File: config.mk
export PLATFORM = sky130hd
export DESIGN_NAME = sdhc_host
export DESIGN_NICKNAME = d
export VERILOG_FILES = /design/src/rtl/sdhc_pkg.sv /design/src/rtl/sdhc_rdy_watch.sv /design/src/rtl/sdhc_shifter.sv /design/src/rtl/sdhc_host.sv
export SDC_FILE = /design/constraint.sdc
export NUM_CORES = 1
export LEC_CHECK = 0
export CAP_MARGIN = 20
export CELL_PAD_IN_SITES_DETAIL_PLACEMENT = 0
export CELL_PAD_IN_SITES_GLOBAL_PLACEMENT = 2
export CORE_MARGIN = 5
export CORE_UTILIZATION = 29
export CTS_BUF_LIST = sky130_fd_sc_hd__clkbuf_16
export CTS_CLUSTER_DIAMETER = 120
export CTS_CLUSTER_SIZE = 10
export DETAILED_ROUTE_END_ITERATION = 8
export PLACE_DENSITY_LB_ADDON = 0.1
export REMOVE_ABC_BUFFERS = 1
export SETUP_SLACK_MARGIN = 0.5
export SYNTH_ARGS = -nofsm -noshare
export SYNTH_HDL_FRONTEND = slang
export SYNTH_SLANG_ARGS = --single-unit
File: constraint.sdc
create_clock -name clk -period 3.95 [get_ports clk]
set_clock_uncertainty 0.15 [all_clocks]
set_input_delay 0.79 -clock clk [delete_from_list [all_inputs] [get_ports clk]]
set_output_delay 0.79 -clock clk [all_outputs]
set_load 0.1 [all_outputs]
File: src/rtl/sdhc_pkg.sv
// Shared constants, state encoding and frame helpers for the serial host.
// Assumes a command byte of {0, read, addr[5:0]} and data phases of whole bytes.
package sdhc_pkg;
    localparam int ADDR_W  = 6;
    localparam int WORD_W  = 32;
    localparam int CMD_W   = 8;
    localparam int FRAME_W = CMD_W + WORD_W;
    localparam int BITS_W  = $clog2(FRAME_W + 1);

    localparam logic [ADDR_W-1:0] REG_STATUS = 6'h00;
    localparam logic [ADDR_W-1:0] REG_RESULT = 6'h04;

    typedef enum logic [2:0] {
        ST_IDLE,
        ST_WAIT_RDY,
        ST_CMD,
        ST_DATA,
        ST_DONE
    } ctl_state_t;

    // Data-phase length in bytes for a register address.
    function automatic logic [2:0] data_bytes(input logic [ADDR_W-1:0] addr);
        if (addr == REG_STATUS)       return 3'd1;
        else if (addr == REG_RESULT)  return 3'd4;
        else if (addr[5:4] == 2'b11)  return 3'd3;
        else                          return 3'd2;
    endfunction

    // Command byte: top bit zero, then direction, then address.
    function automatic logic [CMD_W-1:0] comm_byte(input logic rd, input logic [ADDR_W-1:0] addr);
        return {1'b0, rd, addr};
    endfunction
endpackage

File: src/rtl/sdhc_rdy_watch.sv
// Ready-edge detector for the shared data-out/ready line.
// Reports a hit only after it has seen the line high and then low while
// watch_i is held; a line already low when watching begins is ignored.
// Assumes line_i is synchronous to clk.
module sdhc_rdy_watch (
    input  logic clk,
    input  logic rst_n,
    input  logic watch_i,
    input  logic line_i,
    output logic hit_o
);
    logic seen_high_q;

    // Remember a high level while watching; forget it once watching stops.
    always_ff @(posedge clk) begin
        if (!rst_n) seen_high_q <= 1'b0;
        else        seen_high_q <= watch_i ? (seen_high_q | line_i) : 1'b0;
    end

    assign hit_o = watch_i & seen_high_q & ~line_i;
endmodule

File: src/rtl/sdhc_shifter.sv
// Serial bit engine: sends one frame MSB first and drives mosi on the falling
// sclk edge. After the command byte it samples miso on the rising edge.
// Each bit takes CLK_DIV clocks and sclk idles high. Assumes CLK_DIV is even and >= 2.
module sdhc_shifter
    import sdhc_pkg::*;
#(
    parameter int CLK_DIV = 4
) (
    input  logic               clk,
    input  logic               rst_n,
    input  logic               start_i,
    input  logic [FRAME_W-1:0] frame_i,
    input  logic [BITS_W-1:0]  nbits_i,
    input  logic               miso_i,
    output logic               in_data_o,
    output logic               done_o,
    output logic               sclk_o,
    output logic               mosi_o,
    output logic [WORD_W-1:0]  rx_o
);
    localparam int HALF  = CLK_DIV / 2;
    localparam int DIV_W = (CLK_DIV > 2) ? $clog2(CLK_DIV) : 1;

    logic               busy_q;
    logic [DIV_W-1:0]   div_q;
    logic [BITS_W-1:0]  bit_q;
    logic [BITS_W-1:0]  nbits_q;
    logic [FRAME_W-1:0] tx_q;

    // Load a frame, then step the divider and bit counter until the frame ends.
    always_ff @(posedge clk) begin
        if (!rst_n) begin
            busy_q  <= 1'b0;
            div_q   <= '0;
            bit_q   <= '0;
            nbits_q <= '0;
            tx_q    <= '0;
            rx_o    <= '0;
            sclk_o  <= 1'b1;
            mosi_o  <= 1'b1;
            done_o  <= 1'b0;
        end else begin
            done_o <= 1'b0;
            if (!busy_q) begin
                if (start_i) begin
                    busy_q  <= 1'b1;
                    tx_q    <= frame_i;
                    nbits_q <= nbits_i;
                    bit_q   <= '0;
                    div_q   <= '0;
                    rx_o    <= '0;
                end
            end else begin
                if (div_q == '0) begin
                    sclk_o <= 1'b0;
                    mosi_o <= tx_q[FRAME_W-1];
                    tx_q   <= {tx_q[FRAME_W-2:0], 1'b0};
                end
                if (div_q == DIV_W'(HALF)) begin
                    sclk_o <= 1'b1;
                    if (bit_q >= BITS_W'(CMD_W)) rx_o <= {rx_o[WORD_W-2:0], miso_i};
                end
                if (div_q == DIV_W'(CLK_DIV - 1)) begin
                    div_q <= '0;
                    if (bit_q == nbits_q - BITS_W'(1)) begin
                        busy_q <= 1'b0;
                        done_o <= 1'b1;
                    end else begin
                        bit_q <= bit_q + BITS_W'(1);
                    end
                end else begin
                    div_q <= div_q + DIV_W'(1);
                end
            end
        end
    end

    assign in_data_o = (bit_q >= BITS_W'(CMD_W));
endmodule

File: src/rtl/sdhc_host.sv
// Host controller for a sigma-delta converter whose data-out pin doubles as an
// active-low ready flag. It serves register commands, and when conv_en_i is set
// it waits for a fresh ready edge and then reads the 32-bit result.
// Commands take priority over a ready edge. Assumes miso_rdy_i is synchronous to clk.
module sdhc_host
    import sdhc_pkg::*;
#(
    parameter int CLK_DIV    = 4,
    parameter bit THREE_WIRE = 1'b0
) (
    input  logic              clk,
    input  logic              rst_n,
    input  logic              conv_en_i,
    input  logic              cmd_valid_i,
    output logic              cmd_ready_o,
    input  logic              cmd_write_i,
    input  logic [ADDR_W-1:0] cmd_addr_i,
    input  logic [WORD_W-1:0] cmd_wdata_i,
    output logic              rsp_valid_o,
    output logic              rsp_conv_o,
    output logic [WORD_W-1:0] rsp_data_o,
    output logic              cs_n_o,
    output logic              sclk_o,
    output logic              mosi_o,
    input  logic              miso_rdy_i
);
    ctl_state_t         st_q, st_d;
    logic               launch, launch_conv, launch_rd;
    logic [ADDR_W-1:0]  launch_addr;
    logic [2:0]         launch_bytes;
    logic [BITS_W-1:0]  launch_bits;
    logic [FRAME_W-1:0] launch_frame;
    logic               rd_q, conv_q;
    logic               rdy_hit, sh_in_data, sh_done;
    logic [WORD_W-1:0]  sh_rx;

    assign cmd_ready_o = (st_q == ST_IDLE) || (st_q == ST_WAIT_RDY);

    sdhc_rdy_watch u_rdy (
        .clk     (clk),
        .rst_n   (rst_n),
        .watch_i ((st_q == ST_WAIT_RDY) && !cs_n_o),
        .line_i  (miso_rdy_i),
        .hit_o   (rdy_hit)
    );

    // Next state and transfer launch; a command wins over a ready edge.
    always_comb begin
        st_d        = st_q;
        launch      = 1'b0;
        launch_conv = 1'b0;
        unique case (st_q)
            ST_IDLE, ST_WAIT_RDY: begin
                if (cmd_valid_i) begin
                    launch = 1'b1;
                    st_d   = ST_CMD;
                end else if (rdy_hit) begin
                    launch      = 1'b1;
                    launch_conv = 1'b1;
                    st_d        = ST_CMD;
                end else begin
                    st_d = conv_en_i ? ST_WAIT_RDY : ST_IDLE;
                end
            end
            ST_CMD:  if (sh_in_data) st_d = ST_DATA;
            ST_DATA: if (sh_done)    st_d = ST_DONE;
            ST_DONE: st_d = conv_en_i ? ST_WAIT_RDY : ST_IDLE;
            default: st_d = ST_IDLE;
        endcase
    end

    // Frame assembly: command byte, then write data left-aligned or zeros for a read.
    always_comb begin
        launch_addr  = launch_conv ? REG_RESULT : cmd_addr_i;
        launch_rd    = launch_conv | ~cmd_write_i;
        launch_bytes = data_bytes(launch_addr);
        launch_bits  = BITS_W'({launch_bytes, 3'b000}) + BITS_W'(CMD_W);
        launch_frame = {comm_byte(launch_rd, launch_addr),
                        launch_rd ? '0 :
                        (cmd_wdata_i << (BITS_W'(WORD_W) - BITS_W'({launch_bytes, 3'b000})))};
    end

    sdhc_shifter #(.CLK_DIV(CLK_DIV)) u_shift (
        .clk       (clk),
        .rst_n     (rst_n),
        .start_i   (launch),
        .frame_i   (launch_frame),
        .nbits_i   (launch_bits),
        .miso_i    (miso_rdy_i),
        .in_data_o (sh_in_data),
        .done_o    (sh_done),
        .sclk_o    (sclk_o),
        .mosi_o    (mosi_o),
        .rx_o      (sh_rx)
    );

    // State, chip select and the read-data strobe.
    always_ff @(posedge clk) begin
        if (!rst_n) begin
            st_q        <= ST_IDLE;
            cs_n_o      <= !THREE_WIRE;
            rd_q        <= 1'b0;
            conv_q      <= 1'b0;
            rsp_valid_o <= 1'b0;
            rsp_conv_o  <= 1'b0;
            rsp_data_o  <= '0;
        end else begin
            st_q        <= st_d;
            cs_n_o      <= THREE_WIRE ? 1'b0 : (st_d == ST_IDLE);
            rsp_valid_o <= (st_q == ST_DATA) && sh_done && rd_q;
            if (launch) begin
                rd_q   <= launch_rd;
                conv_q <= launch_conv;
            end
            if ((st_q == ST_DATA) && sh_done && rd_q) begin
                rsp_data_o <= sh_rx;
                rsp_conv_o <= conv_q;
            end
        end
    end
endmodule

Word level (Yosys, flattened, before mapping)
Cells that the tools add are included.
- register bits after elaboration: 131
- input port bits: 44
- word-level logic and storage cells: 102
- $add $sub $neg: 5
- $lt $le $gt $ge: 1
- eq/ne operators: 14
- shift operators: 1
- multiplexer cells: 37
- bitwise gates (word level): 7
- reductions and logical operators: 20
- operators with widths (operator ; count):
    $mux 32 ; 5
    $mux 40 ; 3
    $shl 32x6->32 ; 1
    $mux 6 ; 5
    $mux 1 ; 14
    $mux 3 ; 4
    $pmux 3 s4 ; 1
    $mux 2 ; 5
    $ne 2x2->1 const B ; 5
    $reduce_and 2->1 ; 5
    $reduce_and 3->1 ; 3
    $add 6x1->6 const B ; 1
    $add 6x4->6 const B ; 1
    $eq 2x2->1 const B ; 3
    $eq 3x2->1 const B ; 2
    $eq 6x3->1 const B ; 1
    $eq 6x6->1 ; 1
    $ge 6x4->1 const B ; 1
    $logic_not 3->1 ; 2
    $logic_not 6->1 ; 1
    $sub 6x1->6 const B ; 1
    $sub 6x6->6 const A ; 1
    $reduce_bool 2->1 ; 2
    $eq 3x1->1 const B ; 1
    10 further kinds ; 16

Depth between registers and ports, before layout
- depth in word-level cells: 17
- depth in mapped cells: 14

Modules after synthesis
From an unflattened synthesis, not the netlist that was laid out.
- cells, all modules: 760
- area, all modules: 6608.8 sq um
- modules (own cells, without submodules) (module ; times used ; cells each ; area an instance (sq um) ; sequential area each (sq um)):
    sdhc_shifter ; 1 ; 454 ; 4140.2 ; 1801.7
    sdhc_host ; 1 ; 303 ; 2428.6 ; 800.8
    sdhc_rdy_watch ; 1 ; 3 ; 40.0 ; 20.0

Worst setup path after synthesis
Ideal clock, no wire load.
- path type: in2reg
- from: input cmd_addr_i[4]
- to: register u_shift.tx_q[11]
- library setup time: 0.070 ns
- data arrival time: 4.029 ns
- required time: 3.730 ns
- setup slack: -0.299 ns
- cell stages on the path: 14
- path buffers: 5
- cell sequence: or4_1 > buf_2 > o21a_1 > buf_6 > nor2_8 > inv_4 > buf_2 > ha_1 > buf_1 > a2111oi_2 > or3b_1 > clkbuf_1 > a21o_1 > a21oi_1
- word-level cells in the longest chain between the ends: 10
- elaborated cells on any way between the ends: 12
- those cells by class: add/sub: 1; eq/ne: 2; shift: 1; mux: 7; reduce/logical: 1
- ends and longest elaborated chain (item ; line ; RTL):
    start, declared ; sdhc_host.sv:17 ; input logic [ADDR_W-1:0] cmd_addr_i,
    $mux 6 (*) ; sdhc_host.sv:74 ; launch_addr = launch_conv ? REG_RESULT : cmd_addr_i;
    $eq 2x2->1 ; sdhc_pkg.sv:25 ; else if (addr[5:4] == 2'b11) return 3'd3;
    $mux 1 ; sdhc_pkg.sv:25 ;
    $mux 3 ; sdhc_pkg.sv:24 ; else if (addr == REG_RESULT) return 3'd4;
    $mux 3 (*) ; sdhc_pkg.sv:23 ; if (addr == REG_STATUS) return 3'd1;
    $sub 6x6->6 (*) ; sdhc_host.sv:80 ; (cmd_wdata_i << (BITS_W'(WORD_W) - BITS_W'({launch_bytes, 3'b000})))};
    $shl 32x6->32 (*) ; sdhc_host.sv:80 ;
    $mux 32 (*) ; sdhc_host.sv:79 ; launch_rd ? '0 :
    $mux 40 (*) ; sdhc_shifter.sv:45 ; if (start_i) begin
    $mux 40 (*) ; sdhc_shifter.sv:44 ; if (!busy_q) begin
    end signal, assigned ; sdhc_shifter.sv:47 ; tx_q <= frame_i;
    end signal, assigned ; sdhc_shifter.sv:57 ; tx_q <= {tx_q[FRAME_W-2:0], 1'b0};
    end, declared ; sdhc_shifter.sv:28 ; logic [FRAME_W-1:0] tx_q;
Every way passes the cells marked *; elsewhere a longest branch is shown, timed or not. The select of a mux whose other input is x is not followed.
A chain may end at the register's enable or synchronous reset.

Worst setup path in the final report
Same ends and word-level chain as after synthesis.

==> results.cfg <==
[synth]
synth-main-ff-cell = dfxtp_1
yosysSeqAreaShare = 0.4255
synthAdderAreaFrac = 0.01454
synth_area_um2 = 6022
synth_edf_count = 0
muxShareOfSynthArea = 0.03096
synth_top_family_by_area = compound AO/OA/AOI/OAI gates
synth-xor-area-share = 0.01247
synth.avg_cell_area_um2 = 8.272
syn-instance-count = 728
async_flop_share = 0
synth_cell_type_count = 54
ys_ff_latch = 128
yosys.area_share.simple = 0.2098
synth_compound_area_frac = 0.2556
synth_warnings = 0

[finish]
layout-drive-gt1-share = 0.1071
fin_cells = 1082
nets = 850
area_growth_pct = 31.02
num-fill-cells = 2064
n_antenna_cell = 0

[clock_tree]
clockBufferDepth = 2
clkSlewWorstSetupHoldPaths_ns = 0.06
tritoncts = built
cts_buffers = 17
htree_num_levels = 4
cts_root_buffer = clkbuf_16
clock_sinks = 128
insertion_delay_ns = 0.41

[pwr]
power_mw = 3.494
combPwrFrac = 0.124
p_int_mw = 2.589
ir_worst_vdd_v = 0.0002805
p_clk_frac = 0.482
power_density_nw_per_um2 = 442.8
netSwitchingPower_mw = 0.9051
switching_share = 0.2591
seq_power_share = 0.394
power.leakage_nw = 2.779

[floorplan]
row_count = 52
start_util = 0.2957
ios = 82
fp.dieH_um = 154.1
die_x_um = 154.1
dieArea_um2 = 23750
core_area_um2 = 20360

[route]
ant_nets = 0
viasPerCell = 5.110
dr.pass1.iters = 5
vias = 5529
routed_wl_mm = 17.95
drt_first_iter_violations = 364
wl_per_cell_um = 16.59
drc = 0

[global_routing]
grt_pass1_wl_mm = 29.35
grt_usage = 0.1511
antenna_found_initial = 0
grt.overflow.total = 0
grt_start_max_net_pins = 96
grt_pass1_vias = 5655

[critical_path]
endpoint_kind = register
crit_type = primary input to register
max_stage_delay_ns = 0.56
worst_ep_required_time_ns = 4.14
path_max_fanout = 8
cpLargestDelayFamily = simple AND/OR/NAND/NOR gates
worst-path-buf-inv = 2
cp.arrival_ns = 3.56
worstPathCellList = clkdlybuf4s50_1 > or4_4 > o21a_4 > nor2_8 > inv_4 > ha_1 > a2111oi_4 > or3b_4 > a21o_1 > a21oi_1
slowest_stage = or4_4
worstSetupStartpointType = primary input

[timing]
fin_setup_tns_ns = 0
rsz0062_at_grt = yes
fin_crit_ns = 3.368
setup_violations = 0
worst_pin_slew_ns = 1.044
slew_viol_final = 0
finalCritPeriodShare = 0.8527
final.setup.worst_slack_ns = 0.5817
hold_ws_ns = 0.3121
final-hold-violation-count = 0
fmax_mhz = 296.9
max_slew_margin = 0.3018

[placement]
post-dp-hpwl_mm = 11.53
globalplace.congestion = 0.7901
port_buffers = 81
dp.cells = 1049
post-place-ws_ns = -0.1819

[worst_hold_path]
hold_class = register to register

[run_status]
status = finished clean

[run]
drv_cap = 0
## stage by stage
step / area (µm²) / util
2_1_floorplan: 5769 / -
3_3_place_gp: 7171 / 0.3521
3_5_place_dp: 7198 / 0.3535
4_1_cts: 7881 / 0.3870
5_1_grt: 7890 / 0.3874
6_report: 7890 / 0.3874
## area by class of cell
type | instances | area, µm² | share of cell area
Clock inverter | 15 | 205.2 | 0.02601
Tap cell | 270 | 337.8 | 0.04282
Multi-Input combinational cell | 524 | 3218 | 0.4079
Clock buffer | 17 | 425.4 | 0.05392
Timing Repair Buffer | 114 | 1086 | 0.1376
Sequential cell | 128 | 2562 | 0.3248
Inverter | 14 | 55.05 | 0.006977
## placed cells by master (no fill, tap or decap), drive strengths merged, types with 2 or more instances in the layout
master / instances
o31a: 2
a22o: 2
nor3: 7
nor2b: 5
nand4: 12
buf: 35
a31oi: 8
clkdlybuf4s50: 79
nor2: 46
inv: 19
bufinv: 4
clkinvlp: 2
nor4b: 3
clkinv: 4
dfxtp: 128
a221oi: 5
a22oi: 3
nor3b: 7
a32oi: 2
o21ai: 56
a21oi: 35
o31ai: 2
o21a: 9
o221a: 6
o211a: 2
nand2: 128
and2: 7
mux4: 7
clkbuf: 17
xor2: 6
a21boi: 69
ha: 7
nand3: 50
and3: 2
a21o: 15
o221ai: 8
## routing by layer
| metal | routed length, µm | up-vias | share of wire | GRT usage |
|---|---|---|---|---|
| met4 | 306 | 0 | 0.017 | 0.05677 |
| met3 | 946 | 20 | 0.053 | 0.03569 |
| met5 | 0 | - | 0 | 0 |
| li1 | - | 2722 | - | - |
| met2 | 8487 | 161 | 0.47 | 0.2521 |
| met1 | 8207 | 2626 | 0.46 | 0.1896 |
## state kept, by name, summed over array words and instances (netlist names), 2 cells and up
register         cells
u_shift.nbits_q      3
u_shift.tx_q        40
st_q                 3
u_shift.bit_q        6
u_shift.div_q        2
u_shift.rx_o        32
rsp_data_o          32
## synth_stat cells (2+ instances only)
master | number | area [µm²]
a21boi_0 | 69 | 518.0
a21o_1 | 15 | 112.6
a21oi_1 | 35 | 175.2
a221oi_1 | 5 | 43.79
a22o_1 | 2 | 17.52
a22oi_1 | 3 | 22.52
a31oi_1 | 8 | 50.05
a32oi_1 | 2 | 17.52
and2_1 | 7 | 43.79
and3_1 | 2 | 12.51
buf_2 | 6 | 30.03
clkbuf_1 | 52 | 195.2
dfxtp_1 | 128 | 2562
ha_1 | 7 | 87.58
inv_1 | 13 | 48.80
mux4_1 | 5 | 131.4
mux4_2 | 2 | 45.04
nand2_1 | 128 | 480.5
nand3_1 | 50 | 250.2
nand4_1 | 12 | 75.07
nor2_1 | 45 | 168.9
nor2b_1 | 5 | 31.28
nor3_1 | 7 | 35.03
nor3b_1 | 7 | 52.55
nor4b_1 | 2 | 17.52
o211a_1 | 2 | 20.02
o21a_1 | 9 | 67.56
o21ai_0 | 54 | 270.3
o21ai_1 | 2 | 10.01
o221a_2 | 6 | 67.56
o221ai_1 | 8 | 70.07
o31a_1 | 2 | 17.52
o31ai_1 | 2 | 15.01
xor2_1 | 6 | 52.55
## timing repair
item / CTS / global route
endpoints found under the setup margin: 25 / 9
gates resized for setup: 6 / 1
setup buffers: 1 / 0
hold buffers: 0 / 0
pin swaps: 1 / 1
## tightest hold or removal path: stages, from the launching register on
cell and delay, ns:
dfxtp_1 0.31, nand2_1 0.05, a21boi_0 0.06
## power groups by stage
stage                     clock [mW]  sequential (mW)  combinational, mW
final                           1.69             1.38              0.432
after global routing            1.80             1.38              0.473
after CTS                       1.73             1.38              0.434
after detailed placement           0             1.40              0.424
after global placement             0             1.40              0.419
after floorplan                    0             1.42              0.221
## path summary, 6_finish.rpt
check	from	end	slack [ns]	depth (start not counted)
worst max-delay path	cmd_addr_i[4]	u_shift.tx_q[11]	0.58	10
worst min-delay path	rsp_data_o[4]	rsp_data_o[4]	0.31	2
worst max register to register	st_q[0]	u_shift.tx_q[11]	1.04	9
worst min register to register	rsp_data_o[4]	rsp_data_o[4]	0.31	2
## cell families after synthesis
group | Yosys count
compound gates | 228
xor+xnor | 7
fa+ha+maj | 7
buf+inv | 76
flops | 128
mux | 8
simple gates | 274
(Power assumes the default switching activity.)
